===== config.mk =====
export PLATFORM = sky130hd
export DESIGN_NAME = sd_hyst_quant
export DESIGN_NICKNAME = d
export VERILOG_FILES = /design/src/rtl/sdq_pkg.sv /design/src/rtl/sdq_ctrl.sv /design/src/rtl/sdq_scaler.sv /design/src/rtl/sdq_integ.sv /design/src/rtl/sdq_hyst.sv /design/src/rtl/sd_hyst_quant.sv
export SDC_FILE = /design/constraint.sdc
export NUM_CORES = 2
export LEC_CHECK = 0
export CELL_PAD_IN_SITES_DETAIL_PLACEMENT = 0
export CELL_PAD_IN_SITES_GLOBAL_PLACEMENT = 2
export CORE_MARGIN = 4
export CORE_UTILIZATION = 44
export DETAILED_ROUTE_END_ITERATION = 6
export PLACE_DENSITY = 0.95
export SLEW_MARGIN = 5
export SYNTH_ARGS = -nofsm -noshare
export SYNTH_HDL_FRONTEND = slang
export SYNTH_HIERARCHICAL = 1
export SYNTH_SLANG_ARGS = --single-unit

===== constraint.sdc =====
create_clock -name clk -period 18.81 [get_ports clk]
set_input_delay 5.643 -clock clk [delete_from_list [all_inputs] [get_ports clk]]
set_output_delay 5.643 -clock clk [all_outputs]
set_load 0.02 [all_outputs]

===== src/rtl/sdq_pkg.sv =====
package sdq_pkg;
    typedef enum logic [1:0] {
        ST_IDLE = 2'd0,
        ST_MUL  = 2'd1,
        ST_ACC  = 2'd2,
        ST_CMP  = 2'd3
    } sdq_state_e;
endpackage


===== src/rtl/sdq_ctrl.sv =====
module sdq_ctrl
    import sdq_pkg::*;
(
    input  logic       clk,
    input  logic       rst_n,
    input  logic       sample_en,
    output sdq_state_e state,
    output logic       cap_en,
    output logic       mul_en,
    output logic       acc_en,
    output logic       cmp_en,
    output logic       val_q
);
    sdq_state_e state_nx;

    // state register
    always_ff @(posedge clk or negedge rst_n) begin
        if (!rst_n) state <= ST_IDLE;
        else        state <= state_nx;
    end

    // next state
    always_comb begin
        state_nx = state;
        unique case (state)
            ST_IDLE: if (sample_en) state_nx = ST_MUL;
            ST_MUL:  state_nx = ST_ACC;
            ST_ACC:  state_nx = ST_CMP;
            ST_CMP:  state_nx = ST_IDLE;
        endcase
    end

    // stage enables
    always_comb begin
        cap_en = 1'b0;
        mul_en = 1'b0;
        acc_en = 1'b0;
        cmp_en = 1'b0;
        unique case (state)
            ST_IDLE: cap_en = sample_en;
            ST_MUL:  mul_en = 1'b1;
            ST_ACC:  acc_en = 1'b1;
            ST_CMP:  cmp_en = 1'b1;
        endcase
    end

    // completion strobe
    always_ff @(posedge clk or negedge rst_n) begin
        if (!rst_n) val_q <= 1'b0;
        else        val_q <= cmp_en;
    end
endmodule


===== src/rtl/sdq_scaler.sv =====
module sdq_scaler #(
    parameter int DW   = 24,
    parameter int FRAC = 16,
    localparam int PW  = 2 * DW + 1
) (
    input  logic                 clk,
    input  logic                 rst_n,
    input  logic                 cap_en,
    input  logic                 mul_en,
    input  logic signed [DW-1:0] ref_in,
    input  logic signed [DW-1:0] meas_in,
    input  logic signed [DW-1:0] gain_in,
    output logic signed [PW-1:0] scaled_q
);
    logic signed [DW:0]   diff_q;
    logic signed [DW-1:0] gain_q;
    logic signed [DW:0]   diff_nx;
    logic signed [PW-1:0] prod_full;

    assign diff_nx   = (DW+1)'(ref_in) - (DW+1)'(meas_in);
    assign prod_full = PW'(diff_q) * PW'(gain_q);

    always_ff @(posedge clk or negedge rst_n) begin
        if (!rst_n) begin
            diff_q <= '0;
            gain_q <= '0;
        end else if (cap_en) begin
            diff_q <= diff_nx;
            gain_q <= gain_in;
        end
    end

    always_ff @(posedge clk or negedge rst_n) begin
        if (!rst_n)      scaled_q <= '0;
        else if (mul_en) scaled_q <= prod_full >>> FRAC;
    end
endmodule


===== src/rtl/sdq_integ.sv =====
module sdq_integ #(
    parameter int DW  = 24,
    localparam int PW = 2 * DW + 1,
    localparam int SW = PW + 1
) (
    input  logic                 clk,
    input  logic                 rst_n,
    input  logic                 cap_en,
    input  logic                 acc_en,
    input  logic signed [DW-1:0] limit_in,
    input  logic signed [PW-1:0] scaled_q,
    output logic signed [DW-1:0] lim_q,
    output logic signed [DW-1:0] integ_q
);
    logic signed [SW-1:0] sum;
    logic signed [SW-1:0] hi;
    logic signed [SW-1:0] lo;
    logic signed [DW-1:0] clamped;

    assign sum = SW'(integ_q) + SW'(scaled_q);
    assign hi  = SW'(lim_q);
    assign lo  = -SW'(lim_q);

    always_comb begin
        if (sum > hi)      clamped = lim_q;
        else if (sum < lo) clamped = DW'(lo);
        else               clamped = DW'(sum);
    end

    always_ff @(posedge clk or negedge rst_n) begin
        if (!rst_n)      lim_q <= '0;
        else if (cap_en) lim_q <= limit_in;
    end

    always_ff @(posedge clk or negedge rst_n) begin
        if (!rst_n)      integ_q <= '0;
        else if (acc_en) integ_q <= clamped;
    end
endmodule


===== src/rtl/sdq_hyst.sv =====
module sdq_hyst #(
    parameter int DW = 24
) (
    input  logic                 clk,
    input  logic                 rst_n,
    input  logic                 cap_en,
    input  logic                 cmp_en,
    input  logic signed [DW-1:0] hyst_in,
    input  logic signed [DW-1:0] integ_q,
    output logic signed [DW-1:0] thr_q,
    output logic                 pol_q
);
    logic signed [DW:0] x;
    logic signed [DW:0] up;
    logic signed [DW:0] dn;
    logic               pol_nx;

    assign x  = (DW+1)'(integ_q);
    assign up = (DW+1)'(thr_q);
    assign dn = -(DW+1)'(thr_q);

    always_comb begin
        pol_nx = pol_q;
        if (pol_q && (x < dn))       pol_nx = 1'b0;
        else if (!pol_q && (x > up)) pol_nx = 1'b1;
    end

    always_ff @(posedge clk or negedge rst_n) begin
        if (!rst_n)      thr_q <= '0;
        else if (cap_en) thr_q <= hyst_in;
    end

    always_ff @(posedge clk or negedge rst_n) begin
        if (!rst_n)      pol_q <= 1'b1;
        else if (cmp_en) pol_q <= pol_nx;
    end
endmodule


===== src/rtl/sd_hyst_quant.sv =====
module sd_hyst_quant
    import sdq_pkg::*;
#(
    parameter int DW   = 24,
    parameter int FRAC = 16
) (
    input  logic                 clk,
    input  logic                 rst_n,
    input  logic                 sample_en,
    input  logic signed [DW-1:0] ref_in,
    input  logic signed [DW-1:0] meas_in,
    input  logic signed [DW-1:0] gain_in,
    input  logic signed [DW-1:0] limit_in,
    input  logic signed [DW-1:0] hyst_in,
    output logic signed [DW-1:0] integ_out,
    output logic                 pol_pos,
    output logic                 pol_val
);
    localparam int PW = 2 * DW + 1;

    sdq_state_e           state;
    logic                 cap_en;
    logic                 mul_en;
    logic                 acc_en;
    logic                 cmp_en;
    logic signed [PW-1:0] scaled_q;
    logic signed [DW-1:0] lim_q;
    logic signed [DW-1:0] thr_q;

    sdq_ctrl u_ctrl (
        .clk       (clk),
        .rst_n     (rst_n),
        .sample_en (sample_en),
        .state     (state),
        .cap_en    (cap_en),
        .mul_en    (mul_en),
        .acc_en    (acc_en),
        .cmp_en    (cmp_en),
        .val_q     (pol_val)
    );

    sdq_scaler #(.DW(DW), .FRAC(FRAC)) u_scaler (
        .clk      (clk),
        .rst_n    (rst_n),
        .cap_en   (cap_en),
        .mul_en   (mul_en),
        .ref_in   (ref_in),
        .meas_in  (meas_in),
        .gain_in  (gain_in),
        .scaled_q (scaled_q)
    );

    sdq_integ #(.DW(DW)) u_integ (
        .clk      (clk),
        .rst_n    (rst_n),
        .cap_en   (cap_en),
        .acc_en   (acc_en),
        .limit_in (limit_in),
        .scaled_q (scaled_q),
        .lim_q    (lim_q),
        .integ_q  (integ_out)
    );

    sdq_hyst #(.DW(DW)) u_hyst (
        .clk     (clk),
        .rst_n   (rst_n),
        .cap_en  (cap_en),
        .cmp_en  (cmp_en),
        .hyst_in (hyst_in),
        .integ_q (integ_out),
        .thr_q   (thr_q),
        .pol_q   (pol_pos)
    );
endmodule


==> qor.yml <==
routing:
  vias: 26900
  dr.pass1.iters: 5
  ant_nets: 0
  drc: 0
  via_per_inst: 5.32
  drt_iter0_drc: 1233
  routedWlPerCell_um: 17.8
  wl_um: 89800
global_routing:
  grt_pass1_wl_um: 151000
  grt.total_usage_pct: 21.8
  grt_remaining_overflow: 0
  antenna_found_initial: 0
  grt_max_degree: 98
  grt_pass1_vias: 29400
die:
  die_h_um: 295
  start_util_pct: 44.6
  die_x_um: 295
  num_rows: 104
  core_um2: 80900
  dieArea_um2: 86700
  ios: 149
clock_network:
  clockBufferDepth: 2
  cts_hold_buf: 0
  clkTransAtPathRegs_ns: 0.08
  post_cts_buffers: 0
  cts_buffers: 17
  cts_resized: 0
  cts_tree: "built"
  clock_sinks: 158
  clk_latency_ns: 0.49
  cts_root_buffer: "clkbuf_16"
  htree_levels: 4
yosys:
  synth_common_cells: "inv_1, fa_1, nand2_1"
  synth.distinct_cells: 101
  syn_area_um2: 36100
  synth_top_cell_area_share_pct: 34.9
  synthArstFlopShare_pct: 100
  synth_top_cell_by_area: "fa_1"
  synthCells: 3951
  synth.most_common_cell: "inv_1"
  syn_nets: 5061
  synth-edff-count: 0
  yosysWarnings: 6
  ys.flop_type: "dfrtp_1"
  syn_avg_cell_area_um2: 9.14
  ys_seq_elements: 158
  synth_area_leaders: "fa_1, ha_1, dfrtp_1"
  seq_area_frac_synth_pct: 10.9
final_layout:
  layout-drive-gt1-share_pct: 4.96
  fin_area_um2: 39100
  fin_nets: 5090
  area_delta_synth_final_pct: 8.21
  antenna_cells: 0
critical_path:
  rr_worst_depth: 22
  end_kind: "flop"
  worstPathArrival_ns: 8.66
  start_kind: "input port"
  critPathRequiredTime_ns: 19.19
  crit_path_start: "ref_in[0]"
  timing.rr.end: "u_scaler/scaled_q[29]"
  worstSetupPathType: "input port to flop"
  regToRegSetupSlack_ns: 11.07
  rr_startpoint: "u_scaler/gain_q[0]"
  crit_fanout: 4
placed_design:
  hpwlAfterDp_um: 72600
  place_ws_ns: 10.04
  portBuffers: 148
  place.gp.congestion: 0.845
  dpl_cell_area_um2: 38500
timing:
  worstMarginPinSlew_ns: 1.15
  tns_ns: 0
  finalWorstSetupSlack_ns: 10.52
  setup_violations: 0
  final_max_slew_viol_count: 0
  fmaxAchievable_ghz: 0.121
  rsz0062_at_grt: "no"
  maxSlewHeadroom_pct: 23.3
  fin_skew_ns: 0.0220
  finalHoldViolations: 0
  min_period_ns: 8.29
  post-route-period-util_pct: 44.0
hold_path:
  holdPathEnd: "u_scaler/scaled_q[17]"
  hold_class: "flop to flop"
  hold_start: "u_scaler/scaled_q[17]"
  hold_depth: 2
flow_run:
  drv_cap: 0
run_status:
  status: "finished clean"
## state kept, by name, summed over array words and instances (netlist names)
signal	flops
u_ctrl/state	2
u_integ/integ_q	24
u_ctrl/val_q	1
u_scaler/gain_q	24
u_hyst/pol_q	1
u_scaler/scaled_q	33
u_hyst/thr_q	24
u_scaler/diff_q	25
u_integ/lim_q	24
## layer usage
layer / vias to the layer above / GRT usage [%] / wire, um
met5: - / 0 / 0
met4: 0 / 7.02 / 2860
met3: 123 / 2.09 / 2830
met2: 459 / 39.4 / 46000
met1: 13700 / 27.5 / 38100
li1: 12600 / - / -
## worst max path at each step
stage | to | slack (ns) | depth (start not counted)
after floorplan | u_scaler/diff_q[22] | 10.84 | 12
after global placement | u_scaler/diff_q[22] | 10.06 | 13
after CTS | u_scaler/diff_q[22] | 10.58 | 13
after global routing | u_scaler/diff_q[23] | 10.36 | 12
final | u_scaler/diff_q[22] | 10.52 | 13
after detailed placement | u_scaler/diff_q[22] | 10.04 | 13
## area by class of cell
type / instances / area (um^2)
Clock buffer: 17 / 425
Tap cell: 1060 / 1330
Clock inverter: 15 / 193
Timing Repair Buffer: 187 / 1780
Inverter: 744 / 2790
Fill cell: 7740 / 41900
Sequential cell: 158 / 3960
Multi-Input combinational cell: 2872 / 28600
## stage by stage
step           instances  util, %  hold slack [ns]
2_1_floorplan       3951        -            0.458
3_3_place_gp        5021     47.5            0.487
3_5_place_dp        5021     47.5            0.488
4_1_cts             5053     48.3            0.507
5_1_grt             5053     48.3            0.526
6_report            5053     48.3            0.507
## worst max-delay path, stage by stage
cell and delay [ns]:
clkdlybuf4s50_1 0.45, inv_1 0.04, ha_1 0.21, fa_1 0.41
nor2b_1 0.13, o21a_1 0.14, o21ai_1 0.12, a211o_1 0.36
a31oi_1 0.43, a211o_1 0.20, a31oi_1 0.12, xnor2_1 0.15
mux2_2 0.26
## layout by cell type (no fill, tap or decap), types with 18 or more instances in the layout
cell,Yosys,final
o21bai_1,21,21
o21ai_0,115,115
inv_1,743,743
dfrtp_1,157,157
mux2i_1,22,22
nand2_1,449,449
nand3_1,54,54
a21oi_1,152,152
fa_1,630,630
and2_1,287,287
buf_4,17,39
xor2_1,30,30
clkdlybuf4s50_1,0,147
nor2_1,89,89
mux2_2,61,61
nor3_1,28,28
nand4_1,53,53
nor2b_1,25,25
a31oi_1,19,18
nand2b_1,31,31
a21o_1,74,74
o31ai_1,19,19
xnor2_1,109,109
ha_1,357,356
## cell families (layout without fill, tap and decap cells)
kind of cell    after synthesis  after routing  synth area share (%)
compound gates              550            550                  10.1
xor+xnor                    140            140                  3.45
fa+ha+maj                   987            987                  47.3
buf+inv                     921            963                  9.87
flops                       158            158                  10.9
mux                          86             86                  2.62
simple gates               1109           1109                  15.7
Power is left out: the tool's default activity adds up to more than one toggle a clock period on the data nets, which glitch-free logic cannot reach.
